[src/rtl/cfg_space_pkg.sv]
package cfg_space_pkg;
  localparam int NBAR = 6;
  localparam int HDR_BYTES = 64;
  localparam logic [7:0] OFF_BAR0 = 8'h10;
  localparam logic [7:0] OFF_ROM = 8'h30;
  localparam logic [7:0] OFF_CMD = 8'h04;
  localparam logic [7:0] OFF_STAT = 8'h06;
  localparam logic [7:0] OFF_CLS = 8'h0C;
  localparam logic [7:0] OFF_LTMR = 8'h0D;
  localparam logic [7:0] OFF_ILINE = 8'h3C;

  // read-only low type bits of a BAR
  function automatic logic [31:0] type_mask(input logic is_io);
    return is_io ? 32'h0000_0003 : 32'h0000_000F;
  endfunction

  // value a BAR holds after the all-ones sizing write
  function automatic logic [31:0] sized_val(input logic [31:0] size,
                                            input logic [31:0] mask,
                                            input logic [31:0] cur);
    return (~(size - 32'd1) & ~mask) | (cur & mask);
  endfunction

  // decoded window base for programmed address bits
  function automatic logic [31:0] window_base(input logic [31:0] addr_bits,
                                              input logic [31:0] win);
    return addr_bits + win;
  endfunction

  function automatic logic size_legal(input logic [2:0] sz);
    return (sz == 3'd1) || (sz == 3'd2) || (sz == 3'd4);
  endfunction
endpackage

[src/rtl/cfg_access_dec.sv]
module cfg_access_dec
  import cfg_space_pkg::*;
#(
  parameter logic [7:0] DEV_BASE = 8'h40
) (
  input  logic            req_valid,
  input  logic            req_write,
  input  logic [7:0]      offset,
  input  logic [2:0]      size,
  output logic            acc_err,
  output logic            wr_cmd,
  output logic            wr_stat,
  output logic            wr_cls,
  output logic            wr_ltmr,
  output logic            wr_iline,
  output logic            wr_rom,
  output logic [NBAR-1:0] wr_bar
);
  logic base_err;
  logic w1_store, w1_quiet, w2_store;
  logic is_bar_off;
  logic [7:0] bar_rel;

  assign base_err = !size_legal(size) || (offset >= DEV_BASE);
  assign bar_rel = offset - OFF_BAR0;
  assign is_bar_off = (offset >= OFF_BAR0) && (bar_rel[1:0] == 2'b00) &&
                      (bar_rel[7:2] < 6'(NBAR));

  always_comb begin
    w1_store = (offset == OFF_ILINE) || (offset == OFF_CLS) || (offset == OFF_LTMR);
    w1_quiet = (offset >= 8'h08 && offset <= 8'h0B) ||
               (offset >= 8'h3D && offset <= 8'h3F);
    w2_store = (offset == OFF_CMD) || (offset == OFF_STAT) || (offset == OFF_CLS);
  end

  always_comb begin
    acc_err = 1'b0;
    wr_cmd = 1'b0; wr_stat = 1'b0; wr_cls = 1'b0; wr_ltmr = 1'b0;
    wr_iline = 1'b0; wr_rom = 1'b0; wr_bar = '0;
    if (req_valid) begin
      if (base_err) begin
        acc_err = 1'b1;
      end else if (req_write) begin
        unique case (size)
          3'd1: begin
            acc_err  = !(w1_store || w1_quiet);
            wr_iline = offset == OFF_ILINE;
            wr_cls   = offset == OFF_CLS;
            wr_ltmr  = offset == OFF_LTMR;
          end
          3'd2: begin
            acc_err = !w2_store;
            wr_cmd  = offset == OFF_CMD;
            wr_stat = offset == OFF_STAT;
            wr_cls  = offset == OFF_CLS;
          end
          default: begin
            wr_cmd = offset == OFF_CMD;
            wr_rom = offset == OFF_ROM;
            for (int i = 0; i < NBAR; i++)
              wr_bar[i] = is_bar_off && (bar_rel[7:2] == 6'(i));
          end
        endcase
      end
    end
  end
endmodule

[src/rtl/cfg_bar_reg.sv]
module cfg_bar_reg
  import cfg_space_pkg::*;
#(
  parameter logic [31:0] SIZE = 32'h100,
  parameter logic        IS_IO = 1'b0,
  parameter logic [31:0] WIN = 32'h0
) (
  input  logic        clk,
  input  logic        rst_n,
  input  logic        wr,
  input  logic [31:0] wdata,
  output logic [31:0] bar_q,
  output logic [31:0] base_q,
  output logic        chg_q
);
  localparam logic [31:0] MASK = type_mask(IS_IO);
  localparam logic [31:0] RST_VAL = {31'd0, IS_IO};

  logic sizing, addr_nz, publish;
  logic [31:0] addr_bits;

  assign sizing = wr && (wdata == 32'hFFFF_FFFF);
  assign addr_bits = wdata & ~MASK;
  assign addr_nz = addr_bits != 32'd0;
  assign publish = wr && !sizing && addr_nz;

  always_ff @(posedge clk) begin
    if (!rst_n) begin
      bar_q <= RST_VAL;
      base_q <= 32'd0;
      chg_q <= 1'b0;
    end else begin
      chg_q <= publish;
      if (sizing)
        bar_q <= sized_val(SIZE, MASK, bar_q);
      else if (wr)
        bar_q <= addr_bits | (bar_q & MASK);
      if (publish)
        base_q <= window_base(addr_bits, WIN);
    end
  end

  assert_type_bits_R7: assert property (@(posedge clk) disable iff (!rst_n)
    (bar_q & MASK) == RST_VAL);
  assert_base_moves_with_pulse_R9: assert property (@(posedge clk) disable iff (!rst_n)
    (base_q != $past(base_q)) |-> chg_q);
endmodule

[src/rtl/cfg_rsp_pipe.sv]
module cfg_rsp_pipe #(
  parameter int LATENCY = 2
) (
  input  logic        clk,
  input  logic        rst_n,
  input  logic        in_valid,
  input  logic        in_err,
  input  logic [31:0] in_data,
  output logic        out_valid,
  output logic        out_err,
  output logic [31:0] out_data
);
  localparam int N = (LATENCY < 1) ? 1 : LATENCY;
  logic [N-1:0] v_q, e_q;
  logic [31:0]  d_q [N];

  always_ff @(posedge clk) begin
    if (!rst_n) begin
      v_q[0] <= 1'b0; e_q[0] <= 1'b0; d_q[0] <= '0;
    end else begin
      v_q[0] <= in_valid; e_q[0] <= in_err; d_q[0] <= in_data;
    end
  end

  for (genvar s = 1; s < N; s++) begin : g_stage
    always_ff @(posedge clk) begin
      if (!rst_n) begin
        v_q[s] <= 1'b0; e_q[s] <= 1'b0; d_q[s] <= '0;
      end else begin
        v_q[s] <= v_q[s-1]; e_q[s] <= e_q[s-1]; d_q[s] <= d_q[s-1];
      end
    end
  end

  assign out_valid = v_q[N-1];
  assign out_err = v_q[N-1] & e_q[N-1];
  assign out_data = d_q[N-1];
endmodule

[src/rtl/cfg_space_resp.sv]
module cfg_space_resp
  import cfg_space_pkg::*;
#(
  parameter int ADDR_W = 12,
  parameter int LATENCY = 2,
  parameter logic [15:0] VENDOR_ID = 16'hA5C3,
  parameter logic [15:0] DEVICE_ID = 16'h0B17,
  parameter logic [7:0]  REV_ID = 8'h03,
  parameter logic [23:0] CLASS_CODE = 24'h020000,
  parameter logic [15:0] SUB_VENDOR = 16'h5A11,
  parameter logic [15:0] SUB_ID = 16'h0042,
  parameter logic [7:0]  INT_PIN = 8'h01,
  parameter logic [7:0]  MIN_GNT = 8'h02,
  parameter logic [7:0]  MAX_LAT = 8'h04,
  parameter logic [15:0] STATUS_RST = 16'h0210,
  parameter logic [NBAR*32-1:0] BAR_SIZES = {32'h10, 32'h1000, 32'h100,
                                             32'h20000, 32'h8, 32'h400},
  parameter logic [NBAR-1:0] BAR_IO = 6'b100010,
  parameter logic [31:0] IO_WIN = 32'h0001_0000,
  parameter logic [31:0] MEM_WIN = 32'h4000_0000
) (
  input  logic              clk,
  input  logic              rst_n,
  input  logic              req_valid,
  input  logic              req_write,
  input  logic [ADDR_W-1:0] req_addr,
  input  logic [2:0]        req_size,
  input  logic [31:0]       req_wdata,
  output logic              rsp_valid,
  output logic              rsp_err,
  output logic [31:0]       rsp_rdata,
  output logic [NBAR*32-1:0] bar_base,
  output logic [NBAR-1:0]   bar_en,
  output logic              range_change
);
  logic [7:0] offset;
  logic dec_err, wr_cmd, wr_stat, wr_cls, wr_ltmr, wr_iline, wr_rom;
  logic [NBAR-1:0] wr_bar, bar_chg;
  logic [31:0] bar_val [NBAR];
  logic [15:0] cmd_q, stat_q;
  logic [7:0] cls_q, ltmr_q, iline_q;
  logic [31:0] rom_q;
  logic [7:0] img [HDR_BYTES];
  logic [31:0] rd_data, pipe_data;

  assign offset = req_addr[7:0];

  cfg_access_dec i_dec (
    .req_valid(req_valid), .req_write(req_write), .offset(offset),
    .size(req_size), .acc_err(dec_err), .wr_cmd(wr_cmd), .wr_stat(wr_stat),
    .wr_cls(wr_cls), .wr_ltmr(wr_ltmr), .wr_iline(wr_iline),
    .wr_rom(wr_rom), .wr_bar(wr_bar)
  );

  for (genvar b = 0; b < NBAR; b++) begin : g_bar
    cfg_bar_reg #(
      .SIZE(BAR_SIZES[b*32 +: 32]),
      .IS_IO(BAR_IO[b]),
      .WIN(BAR_IO[b] ? IO_WIN : MEM_WIN)
    ) i_bar (
      .clk(clk), .rst_n(rst_n), .wr(wr_bar[b]), .wdata(req_wdata),
      .bar_q(bar_val[b]), .base_q(bar_base[b*32 +: 32]), .chg_q(bar_chg[b])
    );
    assign bar_en[b] = bar_base[b*32 +: 32] != 32'd0;
  end

  assign range_change = |bar_chg;

  always_ff @(posedge clk) begin
    if (!rst_n) begin
      cmd_q <= '0; stat_q <= STATUS_RST; cls_q <= '0; ltmr_q <= '0;
      iline_q <= '0; rom_q <= '0;
    end else begin
      if (wr_cmd) cmd_q <= req_wdata[15:0];
      if (wr_stat) stat_q <= req_wdata[15:0];
      if (wr_cls) cls_q <= req_wdata[7:0];
      if (wr_ltmr) ltmr_q <= req_wdata[7:0];
      if (wr_iline) iline_q <= req_wdata[7:0];
      if (wr_rom) rom_q <= (req_wdata == 32'hFFFF_FFFE) ? 32'hFFFF_FFFF : req_wdata;
    end
  end

  always_comb begin
    for (int i = 0; i < HDR_BYTES; i++) img[i] = 8'h00;
    {img[1], img[0]} = VENDOR_ID;
    {img[3], img[2]} = DEVICE_ID;
    {img[5], img[4]} = cmd_q;
    {img[7], img[6]} = stat_q;
    img[8] = REV_ID;
    {img[11], img[10], img[9]} = CLASS_CODE;
    img[12] = cls_q;
    img[13] = ltmr_q;
    for (int b = 0; b < NBAR; b++)
      for (int k = 0; k < 4; k++)
        img[16 + 4*b + k] = bar_val[b][8*k +: 8];
    {img[45], img[44]} = SUB_VENDOR;
    {img[47], img[46]} = SUB_ID;
    {img[51], img[50], img[49], img[48]} = rom_q;
    img[60] = iline_q;
    img[61] = INT_PIN;
    img[62] = MIN_GNT;
    img[63] = MAX_LAT;
  end

  always_comb begin
    rd_data = '0;
    for (int i = 0; i < 4; i++) begin
      if ((i < int'(req_size)) && (int'(offset) + i < HDR_BYTES))
        rd_data[8*i +: 8] = img[(int'(offset) + i) % HDR_BYTES];
    end
  end

  assign pipe_data = (req_write || dec_err) ? 32'd0 : rd_data;

  cfg_rsp_pipe #(.LATENCY(LATENCY)) i_pipe (
    .clk(clk), .rst_n(rst_n), .in_valid(req_valid), .in_err(dec_err),
    .in_data(pipe_data), .out_valid(rsp_valid), .out_err(rsp_err),
    .out_data(rsp_rdata)
  );

  assert_bad_size_err_R1: assert property (@(posedge clk) disable iff (!rst_n)
    (req_valid && !size_legal(req_size)) |-> dec_err);
  assert_devspec_err_R2: assert property (@(posedge clk) disable iff (!rst_n)
    (req_valid && offset >= 8'h40) |-> dec_err);
  assert_rom_allones_R11: assert property (@(posedge clk) disable iff (!rst_n)
    (req_valid && req_write && req_size == 3'd4 && offset == OFF_ROM &&
     req_wdata == 32'hFFFF_FFFE) |=> rom_q == 32'hFFFF_FFFF);
  assert_status_kept_R12: assert property (@(posedge clk) disable iff (!rst_n)
    (req_valid && req_write && req_size == 3'd4 && offset == OFF_CMD) |=> $stable(stat_q));
  assert_err_zero_data_R13: assert property (@(posedge clk) disable iff (!rst_n)
    (rsp_valid && rsp_err) |-> rsp_rdata == 32'd0);
  assert_pulse_one_cycle_R9: assert property (@(posedge clk) disable iff (!rst_n)
    (range_change && !(|wr_bar)) |=> !range_change);
endmodule

[config.mk]
export PLATFORM = sky130hd
export DESIGN_NAME = cfg_space_resp
export DESIGN_NICKNAME = d
export VERILOG_FILES = /design/src/rtl/cfg_space_pkg.sv /design/src/rtl/cfg_access_dec.sv /design/src/rtl/cfg_bar_reg.sv /design/src/rtl/cfg_rsp_pipe.sv /design/src/rtl/cfg_space_resp.sv
export SDC_FILE = /design/constraint.sdc
export NUM_CORES = 2
export LEC_CHECK = 0
export BUFFER_PORTS_ARGS = -buffer_cell sky130_fd_sc_hd__buf_2
export CAP_MARGIN = 10
export CORE_MARGIN = 3
export CORE_UTILIZATION = 55
export CTS_CLUSTER_SIZE = 14
export DETAILED_ROUTE_END_ITERATION = 12
export HOLD_SLACK_MARGIN = 0.06
export MAX_ROUTING_LAYER = met4
export PLACE_DENSITY_LB_ADDON = 0.3
export SKIP_LAST_GASP = 1
export SLEW_MARGIN = 20
export SYNTH_ARGS = -nofsm -noshare
export SYNTH_HDL_FRONTEND = slang
export SYNTH_SLANG_ARGS = --single-unit
[constraint.sdc]
create_clock -name clk -period 10.1 [get_ports clk]
set_clock_uncertainty 0.15 [all_clocks]
set_input_delay 0.505 -clock clk [delete_from_list [all_inputs] [get_ports clk]]
set_output_delay 0.505 -clock clk [all_outputs]
set_load 0.1 [all_outputs]
* After elaboration in Yosys (flattened, before gate mapping)
Memories as Yosys holds them, arrays and structs flattened.
Cells that the tools add are included.
** Storage, ports and cells
- Input bits :: 51
- Memories :: 1
- Bits in writable memories :: 64
- Word-level logic and storage cells :: 255
- Register bits :: 482
- Output and inout port bits :: 233
** Operators by class
- Muxes and demuxes :: 66
- Equality and inequality tests :: 16
- Reductions and logical operators :: 84
- Bitwise logic cells :: 23
- Order comparisons :: 19
- $add $sub $neg :: 6
** Memories
- i_pipe.d_q :: words 2, bits a word 32, rd ports 2, clocked after Yosys merged registers in 0, write ports 2, line cfg_rsp_pipe.sv:15 : logic [31:0] d_q [N];
** Operators with widths (count)
- $mux W32 :: 16
- $reduce_bool A32 Y1 :: 8
- $bmux W8 S6 :: 4
- $ge A32 B7 Y1 const B :: 4
- $or A32 B4 Y32 :: 4
- $lt A32 B8 Y1 const B :: 3
- $mux W8 :: 12
- $not A32 Y32 :: 3
- $eq A32 B32 Y1 const B :: 2
- $or A32 B2 Y32 :: 2
- $add A32 B17 Y32 const B :: 1
- $add A32 B31 Y32 const B :: 1
- $logic_and A1 B1 Y1 :: 32
- $not A6 Y32 :: 1
- $mux W1 :: 29
- $mux W6 :: 4
- $reduce_or A6 Y1 :: 4
- $add A8 B2 Y9 const B :: 2
- $eq A8 B3 Y1 const B :: 2
- $eq A8 B4 Y1 const B :: 2
- $eq A8 B6 Y1 const B :: 2
- $reduce_or A2 Y1 :: 7
- $eq A6 B2 Y1 const B :: 2
- $eq A6 B3 Y1 const B :: 2
- other kinds (27) :: 65

* Depth between registers and ports, before layout
- Word-level depth :: 13
- Mapped depth :: 16
- Depth with buffers taken out :: 9

* Hierarchy
From an unflattened synthesis, not the netlist that was laid out.
** Second synthesis, totals
- Cell total of the unflattened synthesis :: 3058
- Area total of the unflattened synthesis :: 31407.6 um^2
** Modules (own cells, without submodules)
- cfg_space_resp :: area each 14197.4 um^2, cells an instance 1369, instances 1, sequential area each 1761.7 um^2
- cfg_bar_reg (g_bar[1].i_bar) :: area each 2825.2 um^2, cells an instance 275, instances 1, sequential area each 1221.2 um^2
- cfg_bar_reg (g_bar[5].i_bar) :: area each 2786.4 um^2, cells an instance 283, instances 1, sequential area each 1221.2 um^2
- cfg_bar_reg (g_bar[2].i_bar) :: area each 2326.0 um^2, cells an instance 234, instances 1, sequential area each 1141.1 um^2
- cfg_bar_reg (g_bar[3].i_bar) :: area each 2309.7 um^2, cells an instance 226, instances 1, sequential area each 1141.1 um^2
- cfg_bar_reg (g_bar[0].i_bar) :: area each 2308.5 um^2, cells an instance 228, instances 1, sequential area each 1141.1 um^2
- cfg_bar_reg (g_bar[4].i_bar) :: area each 2294.7 um^2, cells an instance 230, instances 1, sequential area each 1141.1 um^2
- cfg_rsp_pipe :: area each 1873.0 um^2, cells an instance 144, instances 1, sequential area each 1361.3 um^2
- cfg_access_dec :: area each 486.7 um^2, cells an instance 69, instances 1, sequential area each 0.0 um^2

* Least setup slack after synthesis
OpenSTA, ideal clock, no wires.
- Path kind :: input port to flip-flop
- Start :: input req_addr[0]
- End :: register g_bar[3].i_bar.base_q[5]
- Data required time :: 9.826 ns
- Buffers on the path :: 7
- Arrival :: 3.671 ns
- Stages :: 15
- Slack :: 6.155 ns
- Library setup time :: 0.124 ns
- Cells stage by stage :: buf_2 buf_2 buf_2 inv_1 buf_1 ha_1 clkbuf_1 nand2_1 nor3_1 or4b_1 or3_1 clkbuf_1 buf_2 nand3_1 o21ai_1
** On the way
- Word-level cells in the longest chain between the ends :: 13
- Elaborated cells on any way between the ends :: 18
- Classes of those cells :: 1 x add/sub; 3 x order compare; 1 x eq/ne; 4 x mux; 9 x reduce/logical
** RTL lines
- start: declaration :: line cfg_space_resp.sv:26 : input logic [ADDR_W-1:0] req_addr,
- branches (longest 7 deep; another with $sub A8 B5 Y8)
- $mux W6 (*) :: line cfg_access_dec.sv:41 : if (base_err) begin
- $mux W6 (*) :: line cfg_access_dec.sv:40 : if (req_valid) begin
- $logic_and A1 B1 Y1 :: line cfg_bar_reg.sv:22 : assign sizing = wr && (wdata == 32'hFFFF_FFFF);
- $logic_not A1 Y1 :: line cfg_bar_reg.sv:25 : assign publish = wr && !sizing && addr_nz;
- $logic_and A1 B1 Y1 (*) (2 in a row) :: line cfg_bar_reg.sv:25
- end signal: assignment :: line cfg_bar_reg.sv:39 : base_q <= window_base(addr_bits, WIN);
- end: declaration :: line cfg_bar_reg.sv:13 : output logic [31:0] base_q,
Every way passes the cells marked *.
A chain may end at the register's enable or synchronous reset.

* Worst setup path after layout
- Start :: input req_addr[4]
- End :: register g_bar[2].i_bar.base_q[17]
** On the way
- Word-level cells in the longest chain between the ends :: 12
- Elaborated cells on any way between the ends :: 17
- Classes of those cells :: 1 x add/sub; 3 x order compare; 1 x eq/ne; 4 x mux; 8 x reduce/logical
** RTL lines
- $sub A8 B5 Y8 or $ge A8 B5 Y1 (tied branches) :: line cfg_access_dec.sv:25, cfg_access_dec.sv:26
- $lt A6 B3 Y1 or $logic_and A1 B1 Y1 (tied branches) :: line cfg_access_dec.sv:27, cfg_access_dec.sv:26
- $logic_and A1 B1 Y1 :: line cfg_access_dec.sv:26 : assign is_bar_off = (offset >= OFF_BAR0) && (bar_rel[1:0] == 2'b00) &&
- $logic_and A1 B1 Y1 :: line cfg_access_dec.sv:61 : wr_bar[i] = is_bar_off && (bar_rel[7:2] == 6'(i));
- $mux W6 :: line cfg_access_dec.sv:44 : unique case (size)
- $mux W6 :: line cfg_access_dec.sv:43 : end else if (req_write) begin
- $mux W6 (*) :: line cfg_access_dec.sv:41
- $mux W6 (*) :: line cfg_access_dec.sv:40
- $logic_and A1 B1 Y1 :: line cfg_bar_reg.sv:22
- $logic_not A1 Y1 :: line cfg_bar_reg.sv:25
- $logic_and A1 B1 Y1 (*) (2 in a row) :: line cfg_bar_reg.sv:25
- end signal: assignment :: line cfg_bar_reg.sv:39
- end: declaration :: line cfg_bar_reg.sv:13
Every way passes the cells marked *; elsewhere a longest branch is shown, timed or not.

==> metrics.txt <==
Rows=81; CTS tree=done; Combinational Power Share=0.126; first-pass GRT wire length=167 mm; vias in the first global route=25.0k; Worst setup EP type=flip-flop; reg2reg setup slack=7.35 ns; register area share after synthesis=0.365; Fin. Hold Viols=0; IO Pins=284; Final Total Pwr=4.75 mW; RSZ-0062 raised after global routing=no; gr usage total=0.432; CTS sink count=506; hold crit path type=input pin to flip-flop; clock power share=0.453; CP dominant cell by count=buf_4; Net Sw Frac=0.287; clk_lat worst skew=0.65 ns; endpoints failing setup=0; Avg Cell Area, Syn=8.70 um2; global route overflow=0; die width=231 um; RR Startpoint=cmd_q[14]$_SDFFE_PN0P_; asr flop ratio synth=0; Data arrival, critical path=6.04 ns; run status=complete, no violations; PwrDens=153 mW/mm2; synthesized flop and latch total=506; Register-to-Register Path Depth=6; Num CTS Buffers=55; fmax=175 MHz; min-delay src=req_wdata[16]; CP Class=input pin to flip-flop; hold path endpoint=g_bar[2].i_bar.bar_q[16]$_SDFFE_PP0P_; Finished Cell Area=0.0311 mm2; Synth area leaders=dfxtp_1 37%, mux4_2 12%, nand2_1 7.5%; die span in y=231 um; Int Pwr=3.39 mW; Hold Crit Depth=3; via count=27.5k; routed len/inst=29.0 um; Area Growth Syn to Fin=12.2%; Slew HR=0.179; Max Cap Violations=0; sequential power share=0.421; Static Leak=11.4 nW; Post-synth EDFFs=0; Crit Path Max Fanout=67; top-area cell type share of the netlist area=0.365; Slew Limit Fails=0; setup TNS=0 ns; final period utilization=0.567; PnR worst setup slack=4.37 ns; Cells after Synth=3,188; ratio of cells with drive above 1 in the final layout=0.210; area of the core=0.0494 mm2; initial core utilization=0.562; H-tree depth=2; WP buf/inv=4; hpwl dp=80.4 mm; largest net degree at the start of global routing=127; Clock transition at path regs=0.06 ns; P_sw=1.37 mW; slowest stage delay, CP=1.24 ns; GPL Wtd Cong=1.11; Place WS=4.07 ns; Initial DRC Count=3,866; placed cell areas=0.0291 mm2; CP cell instances=buf_2, buf_4, clkinv_1, ha_1, nand2_1, o2111ai_1, buf_4, nand4bb_1, or3_2, nand3_1, o21ai_0; Root Driver=clkbuf_16; CP delay by family, top=simple AND/OR/NAND/NOR gates; Final #Nets=3,336; Synth warnings=0; DR DRC count=0; Yosys cell types=83; antenna violations before repair=6; crit start category=input pin; FF-to-FF End=i_pipe.d_q[0][30]$_SDFF_PP0_; first-pass detailed-route iteration total=6; WL final=115 mm; PortBufs=259; number of setup buffers added after CTS=0; Worst VDD drop=0.000165 V; Mapped Area=0.0277 mm2; vias per inst=6.91; remaining antenna violation count=0; predominant post-synthesis flop cell=dfxtp_1; Crit path required time=10.41 ns; Slowest-stage cell, CP=or3_2; post-layout min period=5.73 ns; total die area=0.0531 mm2; measured slew at the worst slew-check pin=1.23 ns; cell taking the most area after synthesis=dfxtp_1; CTS Buffer Depth=3
-- area by class of cell --
type,instances,area [um2]
inverter,24,95.1
clock inverter,31,412
clock buffer,71,1540
antenna,7,17.5
tap,664,831
sequential,506,10100
multi-input combinational,2353,16300
timing repair buffer,322,1810
fill,4117,18300
-- per-layer routing --
layer | vias to the layer above | global-route usage | wire [um]
met5 | - | - | 0
li1 | 11800 | - | -
met3 | 412 | 0.109 | 14600
met1 | 13300 | 0.552 | 43300
met4 | 0 | 0.232 | 7440
met2 | 1931 | 0.630 | 50100
-- through the flow --
stage / cells / util / hold slack (ns)
floorplan: 3207 / - / 0.262
global placement: 3867 / 0.590 / 0.267
detailed placement: 3867 / 0.590 / 0.268
CTS: 3971 / 0.629 / 0.118
global route: 3977 / 0.630 / 0.149
finish: 3978 / 0.630 / 0.136
-- worst max-delay path by stage --
| stage | start | endpoint | slack (ns) | cells past startpoint |
|---|---|---|---|---|
| floorplan | req_addr[0] | g_bar[3].i_bar.base_q[5]$_SDFFE_PN0P_ | 6.16 | 15 |
| global route | req_addr[0] | i_pipe.d_q[0][1]$_SDFF_PP0_ | 4.26 | 9 |
| CTS | req_addr[4] | g_bar[2].i_bar.base_q[17]$_SDFFE_PN0P_ | 4.67 | 11 |
| global placement | req_addr[4] | g_bar[2].i_bar.base_q[20]$_SDFFE_PN0P_ | 4.19 | 11 |
| detailed placement | req_addr[4] | g_bar[2].i_bar.base_q[15]$_SDFFE_PN0P_ | 4.07 | 11 |
| finish | req_addr[4] | g_bar[2].i_bar.base_q[17]$_SDFFE_PN0P_ | 4.37 | 11 |
-- power groups by stage --
stage,registers (mW),logic (mW),clock network (mW)
detailed placement,2.04,0.568,0
floorplan,2.05,0.365,0
finish,2.00,0.598,2.15
global placement,2.04,0.563,0
global route,2.00,0.607,2.24
CTS,2.00,0.570,2.15
-- state kept, by name (all words and copies together) (netlist names) --
name	cells
iline_q	8
g_bar.i_bar.bar_q	172
i_pipe.out_valid	1
g_bar.i_bar.chg_q	6
ltmr_q	8
rom_q	32
i_pipe.d_q	64
g_bar.i_bar.base_q	172
cmd_q	16
stat_q	16
i_pipe.e_q	2
i_pipe.v_q	1
cls_q	8
-- what timing repair did --
item / CTS / global route
hold endpoints to repair: 2 / 0
gates resized for setup: 0 / 0
hold buffers: 2 / 0
-- tightest hold or removal path, delay by kind of cell --
family	cells	cell delay, ns
buffers and inverters	1	0.20
AND/OR/NAND/NOR	1	0.11
AO/OA/AOI/OAI	1	0.06
-- Yosys cell counts (24+ instances only) --
library cell  number
a211oi_1          49
a21oi_1          261
a221oi_1          41
and2_1            43
buf_1             27
buf_2             80
clkbuf_1         187
dfxtp_1          506
mux2_2            56
mux2i_1          139
mux4_2           144
nand2_1          557
nand3_1          193
nand4_1           24
nor2_1           139
nor3_1            39
nor4_1            68
o21ai_0          152
o21ai_1           65
o22ai_1           38
xnor2_1           24
-- cells in the final DEF (no fill, tap or decap), types with 13 or more instances in the layout --
cell type and n:
nand2_1 556, o22ai_1 38, ha_1 21, clkbuf_16 55, nand2b_1 14, mux4_2 144, nand3_2 22, mux2i_1 139
o21ai_0 152, o21ai_2 21, dfxtp_1 506, conb_1 20, xnor2_1 18, o221ai_1 15, a221oi_1 41, a22oi_1 13
and2_1 43, nand3_1 192, mux2_2 56, nor3_1 39, nand4_1 24, a21oi_1 261, inv_1 18, nor2_1 138
buf_4 61, o21ai_1 65, o211ai_1 16, nor4_1 67, a211oi_1 49, buf_2 256
-- kinds of logic after synthesis --
family | count (synthesis) | synth area share
flip-flops | 506 | 0.365
AO/OA/AOI/OAI | 768 | 0.170
XOR/XNOR | 34 | 0.0110
multiplexers | 339 | 0.190
adder cells (fa/ha/maj) | 24 | 0.0107
other | 1 | 0.000135
buffers and inverters | 348 | 0.0557
AND/OR/NAND/NOR | 1168 | 0.197
Note: power is estimated with default switching activity, not from simulation.
